## config.mk

```make
export PLATFORM = sky130hd
export DESIGN_NAME = regwin_guard
export DESIGN_NICKNAME = d
export VERILOG_FILES = /design/src/rtl/regwin_pkg.sv /design/src/rtl/regwin_mask.sv /design/src/rtl/regwin_step.sv /design/src/rtl/regwin_judge.sv /design/src/rtl/regwin_guard.sv
export SDC_FILE = /design/constraint.sdc
export NUM_CORES = 1
export LEC_CHECK = 0
export ABC_AREA = 1
export BUFFER_PORTS_ARGS = -buffer_cell sky130_fd_sc_hd__buf_2
export CORE_ASPECT_RATIO = 1.2
export CORE_UTILIZATION = 41
export CTS_CLUSTER_SIZE = 24
export DETAILED_ROUTE_END_ITERATION = 10
export PLACE_DENSITY_LB_ADDON = 0.1
export SYNTH_ARGS = -nofsm -noshare
export SYNTH_HDL_FRONTEND = slang
export SYNTH_SLANG_ARGS = --single-unit
```

## constraint.sdc

```tcl
create_clock -name clk -period 4.8 [get_ports clk]
set_input_delay 0.96 -clock clk [delete_from_list [all_inputs] [get_ports clk]]
set_output_delay 0.96 -clock clk [all_outputs]
set_load 0.02 [all_outputs]
```

## src/rtl/regwin_pkg.sv

```systemverilog
// Package: shared operation encoding and widths for the register window checker.
// Assumes: a 32-bit mask port, wide enough for up to 32 windows.
package regwin_pkg;

    localparam int MASK_W = 32;

    typedef enum logic [1:0] {
        WOP_NONE    = 2'd0,
        WOP_SAVE    = 2'd1,
        WOP_RESTORE = 2'd2,
        WOP_RETURN  = 2'd3
    } win_op_e;

endpackage

```

## src/rtl/regwin_mask.sv

```systemverilog
// Module: regwin_mask
// Holds the window invalid mask. Only the low NWIN bits keep state; the rest
// are forced to zero on every write, so they read as zero.
// Assumes: writes are accepted only when the privilege input is high.
module regwin_mask
    import regwin_pkg::*;
#(
    parameter int NWIN = 8
) (
    input  logic              clk,
    input  logic              rst_n,
    input  logic              wr_en,
    input  logic              wr_priv,
    input  logic [MASK_W-1:0] wr_data,
    output logic [MASK_W-1:0] mask_q
);

    localparam logic [MASK_W-1:0] IMPL_MASK = (NWIN >= MASK_W) ? '1 :
                                              ((MASK_W'(1) << NWIN) - MASK_W'(1));

    logic wr_ok;

    // Purpose: qualify a write request with the privilege level.
    always_comb begin
        wr_ok = wr_en && wr_priv;
    end

    // Purpose: store the implemented mask bits; unimplemented bits stay zero.
    always_ff @(posedge clk) begin
        if (!rst_n) begin
            mask_q <= '0;
        end else if (wr_ok) begin
            mask_q <= wr_data & IMPL_MASK;
        end
    end

endmodule

```

## src/rtl/regwin_step.sv

```systemverilog
// Module: regwin_step
// Works out the window an operation would move to: one down for save, one up
// for restore or return-from-trap, each wrapping modulo NWIN.
// Assumes: the incoming pointer is below NWIN.
module regwin_step
    import regwin_pkg::*;
#(
    parameter int NWIN  = 8,
    parameter int PTR_W = 3
) (
    input  win_op_e          op,
    input  logic [PTR_W-1:0] cwp,
    output logic [PTR_W-1:0] tgt,
    output logic             op_valid
);

    localparam logic [PTR_W-1:0] TOP_WIN = PTR_W'(NWIN - 1);

    logic [PTR_W-1:0] down_win;
    logic [PTR_W-1:0] up_win;

    // Purpose: neighbour windows with an explicit wrap at both ends.
    always_comb begin
        down_win = (cwp == '0)      ? TOP_WIN : cwp - PTR_W'(1);
        up_win   = (cwp == TOP_WIN) ? '0      : cwp + PTR_W'(1);
    end

    // Purpose: pick the destination that matches the operation.
    always_comb begin
        op_valid = 1'b1;
        unique case (op)
            WOP_SAVE:    tgt = down_win;
            WOP_RESTORE: tgt = up_win;
            WOP_RETURN:  tgt = up_win;
            default: begin
                tgt      = cwp;
                op_valid = 1'b0;
            end
        endcase
    end

endmodule

```

## src/rtl/regwin_judge.sv

```systemverilog
// Module: regwin_judge
// Looks up the destination window in the mask and registers the outcome:
// overflow or underflow request, or an accepted move with the new pointer.
// Assumes: the mask value given is the one before any write at this edge.
module regwin_judge
    import regwin_pkg::*;
#(
    parameter int PTR_W = 3
) (
    input  logic              clk,
    input  logic              rst_n,
    input  win_op_e           op,
    input  logic              op_valid,
    input  logic [PTR_W-1:0]  cwp,
    input  logic [PTR_W-1:0]  tgt,
    input  logic [MASK_W-1:0] mask_q,
    output logic              ovf_q,
    output logic              unf_q,
    output logic              load_q,
    output logic [PTR_W-1:0]  next_q
);

    logic hit;
    logic is_save;
    logic ovf_d;
    logic unf_d;
    logic load_d;
    logic [PTR_W-1:0] next_d;

    // Purpose: test the destination window's invalid bit.
    always_comb begin
        hit     = op_valid && mask_q[tgt];
        is_save = (op == WOP_SAVE);
    end

    // Purpose: decide the request kind and the resulting pointer.
    always_comb begin
        ovf_d  = hit && is_save;
        unf_d  = hit && !is_save;
        load_d = op_valid && !hit;
        next_d = load_d ? tgt : cwp;
    end

    // Purpose: register the verdict so it is stable for a full cycle.
    always_ff @(posedge clk) begin
        if (!rst_n) begin
            ovf_q  <= 1'b0;
            unf_q  <= 1'b0;
            load_q <= 1'b0;
            next_q <= '0;
        end else begin
            ovf_q  <= ovf_d;
            unf_q  <= unf_d;
            load_q <= load_d;
            next_q <= next_d;
        end
    end

endmodule

```

## src/rtl/regwin_guard.sv

```systemverilog
// Module: regwin_guard (top)
// Register window validity checker: privileged mask storage plus a one-cycle
// judgement of save, restore and return-from-trap against that mask.
// Assumes: 2 <= NWIN <= 32, cwp below NWIN, synchronous active-low reset.
module regwin_guard
    import regwin_pkg::*;
#(
    parameter int NWIN  = 8,
    parameter int PTR_W = (NWIN > 1) ? $clog2(NWIN) : 1
) (
    input  logic              clk,
    input  logic              rst_n,
    input  logic [1:0]        op_code,
    input  logic [PTR_W-1:0]  cwp,
    input  logic              priv,
    input  logic              mask_we,
    input  logic [MASK_W-1:0] mask_wdata,
    output logic [MASK_W-1:0] mask_rdata,
    output logic              ovf_req,
    output logic              unf_req,
    output logic              cwp_load,
    output logic [PTR_W-1:0]  cwp_next
);

    win_op_e          op;
    logic [PTR_W-1:0] tgt;
    logic             op_valid;
    logic [MASK_W-1:0] mask_q;

    // Purpose: give the raw operation code its typed meaning.
    always_comb begin
        op = win_op_e'(op_code);
    end

    regwin_mask #(.NWIN(NWIN)) u_mask (
        .clk     (clk),
        .rst_n   (rst_n),
        .wr_en   (mask_we),
        .wr_priv (priv),
        .wr_data (mask_wdata),
        .mask_q  (mask_q)
    );

    regwin_step #(.NWIN(NWIN), .PTR_W(PTR_W)) u_step (
        .op       (op),
        .cwp      (cwp),
        .tgt      (tgt),
        .op_valid (op_valid)
    );

    regwin_judge #(.PTR_W(PTR_W)) u_judge (
        .clk      (clk),
        .rst_n    (rst_n),
        .op       (op),
        .op_valid (op_valid),
        .cwp      (cwp),
        .tgt      (tgt),
        .mask_q   (mask_q),
        .ovf_q    (ovf_req),
        .unf_q    (unf_req),
        .load_q   (cwp_load),
        .next_q   (cwp_next)
    );

    assign mask_rdata = mask_q;

endmodule

```

==> results.md <==
- Outcome: complete, no violations
- Unique cell type count in the Yosys netlist: 23
- Cell-by-cell listing of the critical path: buf_2 -> inv_1 -> ha_1 -> inv_1 -> o21ai_0 -> nand3_2 -> clkinv_1 -> nand3_1 -> nand3_2 -> nand2_4 -> a21oi_1 -> nor2_1
- Peak ir drop on the vdd network: roughly 0.00015 V
- Count of nets after finishing: approximately 210
- Final Max Slew Viols: 0
- Yosys reg bits: 14
- Buffer count from post-CTS setup fixing: 0
- Post-route DRC: 0
- Family with the most delay on the worst path: simple AND/OR/NAND/NOR gates
- Total placed cells including tap cells: 190
- Count of pins on the block boundary: 79
- Startpoint of the worst-slack reg-to-reg timing path: u_mask.mask_q[1]$_SDFFE_PN0P_
- Clock tree from TritonCTS: yes
- Average wire per cell in the routed design: approximately 8.9 microns
- Number of global-route vias before repair: 763
- TritonCTS sink count: 14
- ANT nets after route: 0
- Total number of placement rows: 19
- Total standard cell area after synthesis: 977 sq um
- Yosys warnings: 0
- Max-cap violation count: 0
- Buffer levels on the longest clock path: 2
- Effective utilization at floorplan: 0.428
- Pin count of the biggest net entering global routing: 16
- Launch point of the worst path: cwp[0]
- Drt first pass iters: 4
- Count of buffers from port buffering: 30
- Vias after detailed routing: 821
- Internal reg-to-reg setup slack: 3.74 ns
- Crit-path max cell delay: 0.30 ns
- Critical Path End Type: flop
- Fill cell instance count of the final layout: 263
- Path type of the worst setup path: in -> reg
- Vias per cell: 4.23
- R2R Path End: u_judge.next_q[0]$_SDFF_PN0_
- Setup repair after global routing missed its margin: no
- Count of cells along the worst register-to-register path: 7
- Relative area change from synthesis to final layout: 12.7%
- Termination of the worst setup path: u_judge.next_q[0]$_SDFF_PN0_
- Count of mapped cells out of synthesis: 132
- First-pass GRT wire length: 3.02 mm
- Endpoints failing setup: 0
- Initial antenna violation count: 0
- Total die area: around 2600 sq um
- Clk Latency, worst-skew pair: between 0.2 and 0.3 ns
- Sum of internal, switching and leakage power: 0.318 mW
- Logic depth of the worst path, buffers included: 12
- Fraction of final layout cells with drive strength greater than 1: 0.313
- Area of all sequential standard cells: approximately 280 sq um
- Type of the worst min-delay path: reg -> reg
- Count of cells resized by post-cts repair: 0
- Total CTS buffers: 3
- Avg Inst Size Synth: between 7 and 8 sq um
- Crit path launch type: primary input
- Cell at the slowest stage of the critical path: ha_1
- Placer's final routability congestion estimate: roughly 0.74
- Period minus WS final: roughly 2.3 ns
- Clock-pin slew on the worst setup and hold paths: 0.08 ns
- Hold-fix buffers, CTS: 0
- Leading cell type in the layout, fill and taps excluded: buf_2
- Critical path buffers and inverters: 4
- Final standard cell count with taps included and fillers excluded: 194
- Final wirelength: around 1.7 mm
- DPL Wire Length: 1.41 mm
- Biggest fanout along the worst timing path: 7
- Most frequent cells in the layout: buf_2 (30), conb_1 (24), nand2_1 (15)
- Die width: 46.6 microns
- Number of antenna cells inserted: 0
- Crit share post-route: 0.477
- Core region area: approximately 2300 sq um
- Fmax: 437 MHz
- Die boundary height: roughly 55 microns
- H-Tree Level Count: 1
- Post-Route Setup TNS: 0 ns
- Power Density: 289 nW/um^2
- Global-route total usage across every layer: 0.159
- Gr ovfl total: 0
- Required time worst endpoint: 4.98 ns
- Clock skew after layout: 0.00241 ns
- Portion of the post-synthesis area used by sequential elements: 0.287
- Root cell of the clock tree: clkbuf_4
- Total area of multi-input combinational cells: 536 sq um
- Number of violations reported at the end of detailed-routing iteration 0: 16
- Leakage: 0.600 nW
- Arrival time worst endpoint: 2.47 ns
- Final Hold Violating Endpoints: 0
## synthesized netlist by cell type, drive strengths merged
| cell | n | area share |
|---|---|---|
| clkinv | 1 | 0.0038 |
| inv | 15 | 0.058 |
| nand2 | 18 | 0.087 |
| conb | 1 | 0.0038 |
| nor2 | 12 | 0.061 |
| clkbuf | 2 | 0.0077 |
| nor3 | 1 | 0.0051 |
| nand3 | 16 | 0.12 |
| o21ai | 10 | 0.051 |
| dfxtp | 14 | 0.29 |
| ha | 4 | 0.051 |
| a21oi | 11 | 0.060 |
| nand3b | 1 | 0.0077 |
| buf | 24 | 0.18 |
| a22oi | 1 | 0.0077 |
| nand4 | 1 | 0.0064 |
## where the power goes
part           internal [mW]  total, mW  switching, mW
clock                 0.0462     0.0861         0.0399
sequential             0.126      0.129        0.00288
combinational         0.0313      0.103         0.0720
total                  0.203      0.318          0.115
## kinds of logic (layout without fill, tap and decap cells)
family                     count (synthesis)  count (layout)  share of synthesized area
AOI/OAI and AO/OA                         22              22                      0.119
and+or+nand+nor                           49              49                      0.286
other                                      1              24                    0.00384
DFF                                       14              14                      0.287
adders and majority gates                  4               4                     0.0512
buffers and inverters                     42              50                      0.254
## per-stage QoR
stage               area [sq um]  hold slack, ns  setup slack (ns)   util
CTS                         1100           0.479              2.51  0.482
finish                      1100           0.472              2.51  0.482
detailed placement          1060           0.465              2.21  0.467
global placement            1060           0.462              2.25  0.467
floorplan                   1060           0.542              2.55      -
global route                1100           0.502              2.35  0.482
## layout make-up
type	count	share of cell area
multi-input cells	99	0.486
clock buffers	4	0.0330
flip-flops and latches	14	0.255
repair buffers	30	0.136
inverters	16	0.0545
well taps	31	0.0352
## flip-flops by register name, summed over array words and instances, names as in the netlist
signal and cells:
u_judge.load_q 1, u_mask.mask_q 8, u_judge.next_q 3, u_judge.ovf_q 1, u_judge.unf_q 1
## how the worst min path moves through the flow
stage / startpoint / to / slack, ns / cells after the start
after floorplan: u_mask.mask_q[0]$_SDFFE_PN0P_ / u_mask.mask_q[0]$_SDFFE_PN0P_ / 0.54 / 2
after global placement: u_mask.mask_q[4]$_SDFFE_PN0P_ / u_mask.mask_q[4]$_SDFFE_PN0P_ / 0.46 / 2
after detailed placement: u_mask.mask_q[4]$_SDFFE_PN0P_ / u_mask.mask_q[4]$_SDFFE_PN0P_ / 0.47 / 2
after CTS: u_mask.mask_q[0]$_SDFFE_PN0P_ / u_mask.mask_q[0]$_SDFFE_PN0P_ / 0.48 / 2
after global routing: u_mask.mask_q[4]$_SDFFE_PN0P_ / u_mask.mask_q[4]$_SDFFE_PN0P_ / 0.50 / 2
final: u_mask.mask_q[0]$_SDFFE_PN0P_ / u_mask.mask_q[0]$_SDFFE_PN0P_ / 0.47 / 2
## routing by layer
layer,track usage,routed length (microns)
met2,0.242,789
met5,0,0
met3,0.0458,116
met1,0.183,729
met4,0.105,81
## worst register-to-register path: stages, from the launching register on
cell and delay [ns]:
dfxtp_1 0.33, nand3b_1 0.16, nand3_1 0.11, nand3_2 0.09, nand2_4 0.10, nand3_1 0.07, nand2_1 0.06, nor2_1 0.04
No activity file was read; power rests on OpenSTA's default activity.
